**src/rtl/dtmr_pkg.sv**
```systemverilog
package dtmr_pkg;
  localparam int DATA_W = 32;
  localparam int ADDR_W = 5;
  localparam int NUM_CH = 2;

  localparam logic [ADDR_W-1:0] OFS_CTL0  = 5'h00;
  localparam logic [ADDR_W-1:0] OFS_CTL1  = 5'h04;
  localparam logic [ADDR_W-1:0] OFS_INIT0 = 5'h08;
  localparam logic [ADDR_W-1:0] OFS_INIT1 = 5'h0C;
  localparam logic [ADDR_W-1:0] OFS_CNT1  = 5'h14;
  localparam logic [ADDR_W-1:0] OFS_STAT  = 5'h18;

  localparam int BIT_EN  = 30;
  localparam int BIT_IE  = 29;
  localparam int BIT_PER = 27;
endpackage

```
**src/rtl/dtmr_prescale.sv**
```systemverilog
module dtmr_prescale #(
  parameter int PRE_W = 8
) (
  input  logic             clk_i,
  input  logic             rst_ni,
  input  logic             run_i,
  input  logic             restart_i,
  input  logic [PRE_W-1:0] limit_i,
  output logic             tick_o
);
  logic [PRE_W-1:0] pcnt_q;
  logic             at_lim;

  assign at_lim = (pcnt_q == limit_i);
  assign tick_o = run_i && !restart_i && at_lim;

  always_ff @(posedge clk_i or negedge rst_ni) begin
    if (!rst_ni)        pcnt_q <= '0;
    else if (restart_i) pcnt_q <= '0;
    else if (run_i)     pcnt_q <= at_lim ? '0 : pcnt_q + 1'b1;
  end
endmodule

```
**src/rtl/dtmr_count.sv**
```systemverilog
module dtmr_count #(
  parameter int CNT_W = 24
) (
  input  logic             clk_i,
  input  logic             rst_ni,
  input  logic             load_i,
  input  logic             tick_i,
  input  logic             periodic_i,
  input  logic [CNT_W-1:0] init_i,
  output logic [CNT_W-1:0] cnt_o,
  output logic             hit_o
);
  logic [CNT_W-1:0] cnt_q, nxt;

  // zero: periodic reloads, one-shot stays
  always_comb begin
    if (cnt_q == '0) nxt = periodic_i ? init_i : '0;
    else             nxt = cnt_q - 1'b1;
  end

  assign hit_o = tick_i && (nxt == '0);
  assign cnt_o = cnt_q;

  always_ff @(posedge clk_i or negedge rst_ni) begin
    if (!rst_ni)     cnt_q <= '0;
    else if (load_i) cnt_q <= init_i;
    else if (tick_i) cnt_q <= nxt;
  end
endmodule

```
**src/rtl/dtmr_channel.sv**
```systemverilog
module dtmr_channel
  import dtmr_pkg::*;
#(
  parameter int CNT_W = 24,
  parameter int PRE_W = 8
) (
  input  logic              clk_i,
  input  logic              rst_ni,
  input  logic              ctl_we_i,
  input  logic              init_we_i,
  input  logic              wr_en_i,
  input  logic              wr_ie_i,
  input  logic              wr_per_i,
  input  logic [PRE_W-1:0]  wr_pre_i,
  input  logic [CNT_W-1:0]  wr_init_i,
  output logic [DATA_W-1:0] ctl_o,
  output logic [CNT_W-1:0]  init_o,
  output logic [CNT_W-1:0]  cnt_o,
  output logic              en_o,
  output logic              ie_o,
  output logic              per_o,
  output logic              hit_o
);
  logic             en_q, ie_q, per_q;
  logic [PRE_W-1:0] pre_q;
  logic [CNT_W-1:0] init_q;
  logic             arm, tick;

  assign arm = ctl_we_i && wr_en_i && !en_q;

  dtmr_prescale #(.PRE_W(PRE_W)) u_pre (
    .clk_i     (clk_i),
    .rst_ni    (rst_ni),
    .run_i     (en_q),
    .restart_i (arm),
    .limit_i   (pre_q),
    .tick_o    (tick)
  );

  dtmr_count #(.CNT_W(CNT_W)) u_cnt (
    .clk_i      (clk_i),
    .rst_ni     (rst_ni),
    .load_i     (arm),
    .tick_i     (tick),
    .periodic_i (per_q),
    .init_i     (init_q),
    .cnt_o      (cnt_o),
    .hit_o      (hit_o)
  );

  always_ff @(posedge clk_i or negedge rst_ni) begin
    if (!rst_ni) begin
      en_q  <= 1'b0;
      ie_q  <= 1'b0;
      per_q <= 1'b0;
      pre_q <= '0;
    end else if (ctl_we_i) begin
      en_q  <= wr_en_i;
      ie_q  <= wr_ie_i;
      per_q <= wr_per_i;
      pre_q <= wr_pre_i;
    end else if (hit_o && !per_q) begin
      en_q  <= 1'b0;
    end
  end

  always_ff @(posedge clk_i or negedge rst_ni) begin
    if (!rst_ni)        init_q <= '0;
    else if (init_we_i) init_q <= wr_init_i;
  end

  always_comb begin
    ctl_o              = '0;
    ctl_o[BIT_EN]      = en_q;
    ctl_o[BIT_IE]      = ie_q;
    ctl_o[BIT_PER]     = per_q;
    ctl_o[PRE_W-1:0]   = pre_q;
  end

  assign init_o = init_q;
  assign en_o   = en_q;
  assign ie_o   = ie_q;
  assign per_o  = per_q;
endmodule

```
**src/rtl/dual_timer.sv**
```systemverilog
module dual_timer
  import dtmr_pkg::*;
#(
  parameter int CNT_W = 24,
  parameter int PRE_W = 8
) (
  input  logic              clk_i,
  input  logic              rst_ni,
  input  logic              req_i,
  input  logic              we_i,
  input  logic [ADDR_W-1:0] addr_i,
  input  logic [DATA_W-1:0] wdata_i,
  output logic [DATA_W-1:0] rdata_o,
  output logic [NUM_CH-1:0] irq_o
);
  logic                             wr;
  logic [NUM_CH-1:0]                en_w, ie_w, per_w, hit_w;
  logic [NUM_CH-1:0][CNT_W-1:0]     cnt_w, init_w;
  logic [NUM_CH-1:0][DATA_W-1:0]    ctl_w;
  logic [NUM_CH-1:0]                stat_q, clr;
  logic                             unused_bits;

  assign wr = req_i && we_i;
  assign unused_bits = ^{wdata_i, cnt_w[0]};

  for (genvar i = 0; i < NUM_CH; i++) begin : g_ch
    localparam logic [ADDR_W-1:0] A_CTL  = (i == 0) ? OFS_CTL0  : OFS_CTL1;
    localparam logic [ADDR_W-1:0] A_INIT = (i == 0) ? OFS_INIT0 : OFS_INIT1;
    dtmr_channel #(.CNT_W(CNT_W), .PRE_W(PRE_W)) u_ch (
      .clk_i     (clk_i),
      .rst_ni    (rst_ni),
      .ctl_we_i  (wr && addr_i == A_CTL),
      .init_we_i (wr && addr_i == A_INIT),
      .wr_en_i   (wdata_i[BIT_EN]),
      .wr_ie_i   (wdata_i[BIT_IE]),
      .wr_per_i  (wdata_i[BIT_PER]),
      .wr_pre_i  (wdata_i[PRE_W-1:0]),
      .wr_init_i (wdata_i[CNT_W-1:0]),
      .ctl_o     (ctl_w[i]),
      .init_o    (init_w[i]),
      .cnt_o     (cnt_w[i]),
      .en_o      (en_w[i]),
      .ie_o      (ie_w[i]),
      .per_o     (per_w[i]),
      .hit_o     (hit_w[i])
    );
  end

  assign clr = (wr && addr_i == OFS_STAT) ? wdata_i[NUM_CH-1:0] : '0;

  // a new hit outranks a clear in the same cycle
  always_ff @(posedge clk_i or negedge rst_ni) begin
    if (!rst_ni) stat_q <= '0;
    else         stat_q <= (stat_q & ~clr) | hit_w;
  end

  assign irq_o = stat_q & ie_w;

  always_comb begin
    unique case (addr_i)
      OFS_CTL0:  rdata_o = ctl_w[0];
      OFS_CTL1:  rdata_o = ctl_w[1];
      OFS_INIT0: rdata_o = DATA_W'(init_w[0]);
      OFS_INIT1: rdata_o = DATA_W'(init_w[1]);
      OFS_CNT1:  rdata_o = DATA_W'(cnt_w[1]);
      OFS_STAT:  rdata_o = DATA_W'(stat_q);
      default:   rdata_o = '0;
    endcase
  end
endmodule

```
**config.mk**
```make
export PLATFORM = sky130hd
export DESIGN_NAME = dual_timer
export DESIGN_NICKNAME = d
export VERILOG_FILES = /design/src/rtl/dtmr_pkg.sv /design/src/rtl/dtmr_prescale.sv /design/src/rtl/dtmr_count.sv /design/src/rtl/dtmr_channel.sv /design/src/rtl/dual_timer.sv
export SDC_FILE = /design/constraint.sdc
export NUM_CORES = 1
export LEC_CHECK = 0
export BUFFER_PORTS_ARGS = -buffer_cell sky130_fd_sc_hd__buf_2
export CAP_MARGIN = 20
export CORE_MARGIN = 8
export CORE_UTILIZATION = 40
export CTS_BUF_LIST = sky130_fd_sc_hd__clkbuf_8
export CTS_CLUSTER_SIZE = 24
export DETAILED_ROUTE_END_ITERATION = 12
export HOLD_SLACK_MARGIN = 0.1
export SYNTH_ARGS = -nofsm -noshare
export SYNTH_HDL_FRONTEND = slang
export SYNTH_HIERARCHICAL = 1
export SYNTH_SLANG_ARGS = --single-unit
```
**constraint.sdc**
```tcl
create_clock -name clk_i -period 3 [get_ports clk_i]
set_input_delay 0.6 -clock clk_i [delete_from_list [all_inputs] [get_ports clk_i]]
set_output_delay 0.6 -clock clk_i [all_outputs]
set_load 0.01 [all_outputs]
```
# After elaboration in Yosys (flattened, before gate mapping)
# Cells that the tools add are included.
[word_totals]
output_inout_bits = 34
reg_bits = 136
word_cells = 85
in_bits = 41
[classes]
n_eq_ne = 7
n_bitwise = 4
n_mux = 20
n_reduce_logical = 35
addsub = 4
[ops]
columns = ["cell", "count"]
rows = [
  ["2-to-1 mux 24 bit", 8],
  ["case mux 31 bit (6 select lines)", 1],
  ["logical NOT 24 bit", 4],
  ["2-to-1 mux 8 bit", 6],
  ["subtractor 24 x 1 -> 24 bit, second input constant", 2],
  ["logical AND 1 bit", 18],
  ["adder 8 x 1 -> 8 bit, second input constant", 2],
  ["equality test 8 bit", 2],
  ["nonzero test 2 bit", 6],
  ["equality test 5 x 4 -> 1 bit, second input constant", 2],
  ["equality test 5 bit, second input constant", 2],
  ["logical NOT 1 bit", 6],
  ["equality test 5 x 3 -> 1 bit, second input constant", 1],
  ["logical NOT 5 bit", 1],
  ["bitwise AND 2 bit", 2],
  ["2-to-1 mux 1 bit", 4],
  ["2-to-1 mux 2 bit", 1],
  ["inverter 2 bit", 1],
  ["OR 2 bit", 1],
]

# Logic depth before layout (Yosys ltp)
[logic_depth]
depth_word = 11
depth_mapped = 16
mapped_depth_nobuf = 12

# Hierarchy
# The synthesis kept the hierarchy.
[by_module_without_submodules]
columns = ["module", "seq_area_each_um2", "area_per_inst_um2", "cells_per_inst", "instances"]
rows = [
  ["dtmr_count", 600.6, 2099.5, 274, 2],
  ["dtmr_channel", 875.8, 1601.5, 103, 2],
  ["dual_timer", 50.0, 1321.3, 160, 1],
  ["dtmr_prescale at g_ch[1].u_ch.u_pre", 200.2, 541.8, 63, 1],
  ["dtmr_prescale at g_ch[0].u_ch.u_pre", 200.2, 525.5, 57, 1],
]

# Least setup slack after synthesis
# Ideal clock, no wire load.
[synth_path]
path_type = "in2reg"
from = "in addr_i[1]"
to = "reg g_ch[1].u_ch.en_q"
setup_time_ps = 126
t_required_ps = 2874
stages = 16
n_path_buf = 4
arrival_time_ps = 3150
path_slack_ps = -276
cell_sequence = "nor3_2 buf_4 buf_2 and3_1 buf_4 nand2_1 nor2_1 nand2b_1 nor3_1 clkbuf_1 inv_1 o32ai_1 nand3_1 nor4_2 nor2b_1 o21ai_0"
[synth_between]
elab_chain_len = 10
word_cells_on_any_way = 11
cone_classes = "eq/ne (1); mux (1); reduce/logical (9)"
[synth_rtl]
columns = ["element", "line", "rtl"]
rows = [
  ["start: declaration", "dual_timer.sv:11", "input logic [ADDR_W-1:0] addr_i,"],
  ["equality test 5 x 3 -> 1 bit", "dual_timer.sv:32", ".ctl_we_i (wr && addr_i == A_CTL),"],
  ["logical AND 1 bit", "dual_timer.sv:32", ""],
  ["logical AND 1 bit (2 in series)", "dtmr_channel.sv:29", "assign arm = ctl_we_i && wr_en_i && !en_q;"],
  ["via g_ch[1].u_ch.arm", "dtmr_channel.sv:27", "logic arm, tick;"],
  ["logical NOT 1 bit", "dtmr_prescale.sv:15", "assign tick_o = run_i && !restart_i && at_lim;"],
  ["logical AND 1 bit (2 in series)", "dtmr_prescale.sv:15", ""],
  ["via g_ch[1].u_ch.tick", "dtmr_channel.sv:27", ""],
  ["logical AND 1 bit", "dtmr_count.sv:21", "assign hit_o = tick_i && (nxt == '0);"],
  ["via hit_w[1]", "dual_timer.sv:17", "logic [NUM_CH-1:0] en_w, ie_w, per_w, hit_w;"],
  ["logical AND 1 bit", "dtmr_channel.sv:62", "end else if (hit_o && !per_q) begin"],
  ["nonzero test 2 bit (no source line)", "n/a", ""],
  ["end signal: assignment", "dtmr_channel.sv:58", "en_q <= wr_en_i;"],
  ["end: declaration", "dtmr_channel.sv:24", "logic en_q, ie_q, per_q;"],
]
# The timed path passes the listed nets, and every way through them passes these cells.
# A chain may end at the register's enable or synchronous reset.

# Final worst setup path
[layout_path]
from = "reg g_ch[1].u_ch.u_cnt.cnt_q[17]"
to = "reg g_ch[1].u_ch.en_q"
[layout_between]
elab_chain_len = 6
word_cells_on_any_way = 7
cone_classes = "add/sub (1); mux (1); reduce/logical (5)"
[layout_rtl]
columns = ["element", "line", "rtl"]
rows = [
  ["start: declaration", "dtmr_count.sv:13", "logic [CNT_W-1:0] cnt_q, nxt;"],
  ["start signal: assignment", "dtmr_count.sv:26", "else if (load_i) cnt_q <= init_i;"],
  ["start signal: assignment", "dtmr_count.sv:27", "else if (tick_i) cnt_q <= nxt;"],
  ["subtractor 24 x 1 -> 24 bit or logical NOT 24 bit (tied branches)", "dtmr_count.sv:18, dtmr_count.sv:17", ""],
  ["2-to-1 mux 24 bit *", "dtmr_count.sv:17", "if (cnt_q == '0) nxt = periodic_i ? init_i : '0;"],
  ["logical NOT 24 bit *", "dtmr_count.sv:21", ""],
  ["logical AND 1 bit *", "dtmr_count.sv:21", ""],
  ["via hit_w[1]", "dual_timer.sv:17", ""],
  ["logical AND 1 bit *", "dtmr_channel.sv:62", ""],
  ["nonzero test 2 bit (no source line) *", "n/a", ""],
]
# Mark *: on every way through the listed nets, which the timed path passes. The rest lies on a longest branch.

==> results_dict.tcl <==
set metrics [dict create \
    status "finished, violations left" \
    violations "negative setup slack" \
    area_growth_pct 21.4 \
    powerDensity_nw_per_um2 754 \
    synth_area_um2 9790 \
    io_pins 75 \
    async_flop_share_pct 100 \
    layout-drive-gt1-share_pct 35.5 \
    synth.most_common_cell "dfrtp_1" \
    finalMaxSlewViolations 0 \
    rsz0062_at_grt "yes" \
    cellLeakagePower_nw 5.27 \
    layout_min_cycle_time_ps 3150 \
    path_cells "nor4_4 -> nand4_2 -> or4_4 -> buf_6 -> a21oi_2 -> a21oi_2 -> or4_4 -> nor4_4 -> buf_4 -> nor2b_4 -> o21ai_2" \
    synthTopCellsByArea "dfrtp_1, mux2_4, buf_4" \
    root_buffer "clkbuf_8" \
    fin_nets 1257 \
    cts-buffers-inserted 17 \
    initial_core_util_pct 40.5 \
    setup_viol 1 \
    synthesis.instances 1034 \
    required_ps 3340 \
    syn_area_per_cell_um2 9.47 \
    ys_warn_count 6 \
    first_global_vias 8428 \
    dr.pass1.iters 4 \
    crit_slowest_cell "or4_4" \
    ys_seq_area_share_pct 34.8 \
    whs_ps 136 \
    place.gp.congestion 0.893 \
    tritoncts "done" \
    routed_wl_mm 29.4 \
    avgRoutedWirePerCell_um 19.0 \
    peakVddDrop_mv 0.288 \
    rows 57 \
    finalHoldViolCount 0 \
    synth_common_cells "dfrtp_1, nand2_1, nand3_1" \
    vias 8588 \
    ff_latch_area_um2 3400 \
    crit_fanout 4 \
    antenna_cells 0 \
    worstPathArrival_ps 3500 \
    die_w_um 172 \
    holdBufCountCts 0 \
    synth_top_area_cell "dfrtp_1" \
    r2r_start "g_ch[1].u_ch/u_cnt/cnt_o[17]" \
    synth_ff_type "dfrtp_1" \
    tightest_slew_ps 746 \
    grt.total_usage_pct 19.9 \
    finalWorstSetupSlack_ps -152 \
    worst-r2r-setup-slack_ps -150 \
    path_class "reg2reg" \
    fillers 2256 \
    max_freq_mhz 317 \
    synth_top_area_share_pct 34.8 \
    cap_violations 0 \
    hpwl_mm 21.7 \
    grt.overflow.total 0 \
    htreeDepth 4 \
    pre_cts_ws_ps -123 \
    synth_seq_cells 136 \
    multiInputGateArea_um2 5930 \
    insertion_delay_ps 460 \
    vias_per_cell 5.55 \
    tns_ps -152 \
    clk_pin_slew_worst_paths_ps 100 \
    synth_edf_count 0 \
    startpoint_type "flop" \
    max_stage_delay_ps 570 \
    io_buffers 64 \
    coreArea_um2 24200 \
    skew_ps 11.9 \
    drc_errors 0 \
    r2r_cells 11 \
    cp-end-kind "flop" \
    r2r-end "g_ch[1].u_ch/en_o" \
    slew_headroom_pct 50.3 \
    clockBufferDepth 2 \
    finalCritPeriodShare_pct 105 \
    die_h_um 172 \
    drtIter0Drc 728 \
    grt_antenna_before_repair 0 \
    grt_max_degree 67 \
    die_area_um2 29700 \
    cts.sinks 136 \
    hold_path_class "in2async" \
    ant_nets 0 \
    synth_cell_types 69 \
    grt_pass1_wl_mm 46.1 \
]
[critical path: cells and delay by family (launching register included)]
kind / cells / cell delay, ps
AND/OR/NAND/NOR: 6 / 2040
buffers and inverters: 2 / 330
AO/OA/AOI/OAI: 3 / 240
flip-flops: 1 / 410
[metal layers]
| layer | part of all wire [%] | track usage, % | vias to the layer above |
|---|---|---|---|
| li1 | - | - | 4071 |
| met1 | 44 | 25.9 | 4231 |
| met2 | 49 | 32.5 | 239 |
| met3 | 4.8 | 3.58 | 47 |
| met4 | 2.4 | 7.12 | 0 |
| met5 | 0 | 0 | - |
[sequential cells by signal, indices dropped and copies added (netlist names)]
signal and flops:
stat_q 2, g_ch.u_ch/pre_q 16, g_ch.u_ch/per_o 2, g_ch.u_ch/init_o 48, g_ch.u_ch/en_o 2, g_ch.u_ch/u_cnt/cnt_o 48
g_ch.u_ch/ie_o 2, g_ch.u_ch/u_pre/pcnt_q 16
[layout make-up]
cell class,instances,area share (%)
well taps,324,3.41
inverters,9,0.284
clock inverters,14,1.34
clock buffers,18,2.08
flip-flops and latches,136,28.6
repair buffers,241,14.4
multi-input cells,805,49.9
[cell families after synthesis]
kind of cell	synth area share, %
buf+inv	9.12
mux	15.6
fa+ha+maj	0.767
xor+xnor	4.65
simple gates	20.7
compound gates	14.4
other cells	0.0767
flops	34.8
[layout by cell type (no fill, tap or decap), types with 6 or more instances in the layout]
| cell | instances |
|---|---|
| xnor2_1 | 29 |
| o211ai_1 | 8 |
| a21oi_1 | 37 |
| a21o_1 | 10 |
| o21ai_0 | 65 |
| a32oi_1 | 19 |
| a21oi_2 | 8 |
| nor3_1 | 17 |
| ha_1 | 6 |
| conb_1 | 42 |
| xor2_1 | 23 |
| dfrtp_1 | 135 |
| nor2_1 | 49 |
| o31ai_1 | 11 |
| or4_4 | 9 |
| buf_4 | 170 |
| nor4_1 | 15 |
| or3_1 | 10 |
| inv_1 | 9 |
| mux2_2 | 35 |
| a311oi_1 | 6 |
| mux2_4 | 51 |
| nor4_2 | 7 |
| buf_2 | 63 |
| nor4_4 | 9 |
| nand2_1 | 101 |
| a22o_1 | 14 |
| nand4_1 | 12 |
| nand3_1 | 82 |
| and2_1 | 8 |
| o22ai_1 | 9 |
| mux2i_1 | 24 |
| clkbuf_8 | 18 |
[worst max-delay path by stage]
stage                                            start           endpoint  slack (ps)  cells after the start
after floorplan            g_ch[1].u_ch/u_cnt/cnt_o[0]  g_ch[1].u_ch/en_o         -30                     12
after global placement     g_ch[1].u_ch/u_cnt/cnt_o[4]  g_ch[1].u_ch/en_o         -80                     11
after detailed placement   g_ch[1].u_ch/u_cnt/cnt_o[4]  g_ch[1].u_ch/en_o        -120                     11
after CTS                  g_ch[1].u_ch/u_cnt/cnt_o[7]  g_ch[1].u_ch/en_o         -20                     12
after global routing      g_ch[1].u_ch/u_cnt/cnt_o[17]  g_ch[1].u_ch/en_o        -280                     11
final                     g_ch[1].u_ch/u_cnt/cnt_o[17]  g_ch[1].u_ch/en_o        -150                     11
[timing repair]
action	4_1_cts	5_1_grt
setup buffers	15	10
pin swaps	12	7
resized for setup	23	29
endpoints found under the setup margin	2	3
[through the flow]
stage                     total power [mW]  utilization (%)  cells  area, um^2
after CTS                             8.72             48.4   1537       11700
final                                 8.96             49.2   1547       11900
after detailed placement              6.84             45.8   1491       11100
after floorplan                       5.11                -   1074        9980
after global placement                6.79             45.8   1491       11100
after global routing                  9.48             49.2   1547       11900
[power by group]
part | total [mW] | switching, mW | internal [mW]
Sequential | 2.87 | 0.596 | 2.27
Clock | 1.60 | 0.880 | 0.720
Combinational | 4.49 | 2.16 | 2.33
Total | 8.96 | 3.64 | 5.32
(Power assumes the default switching activity.)
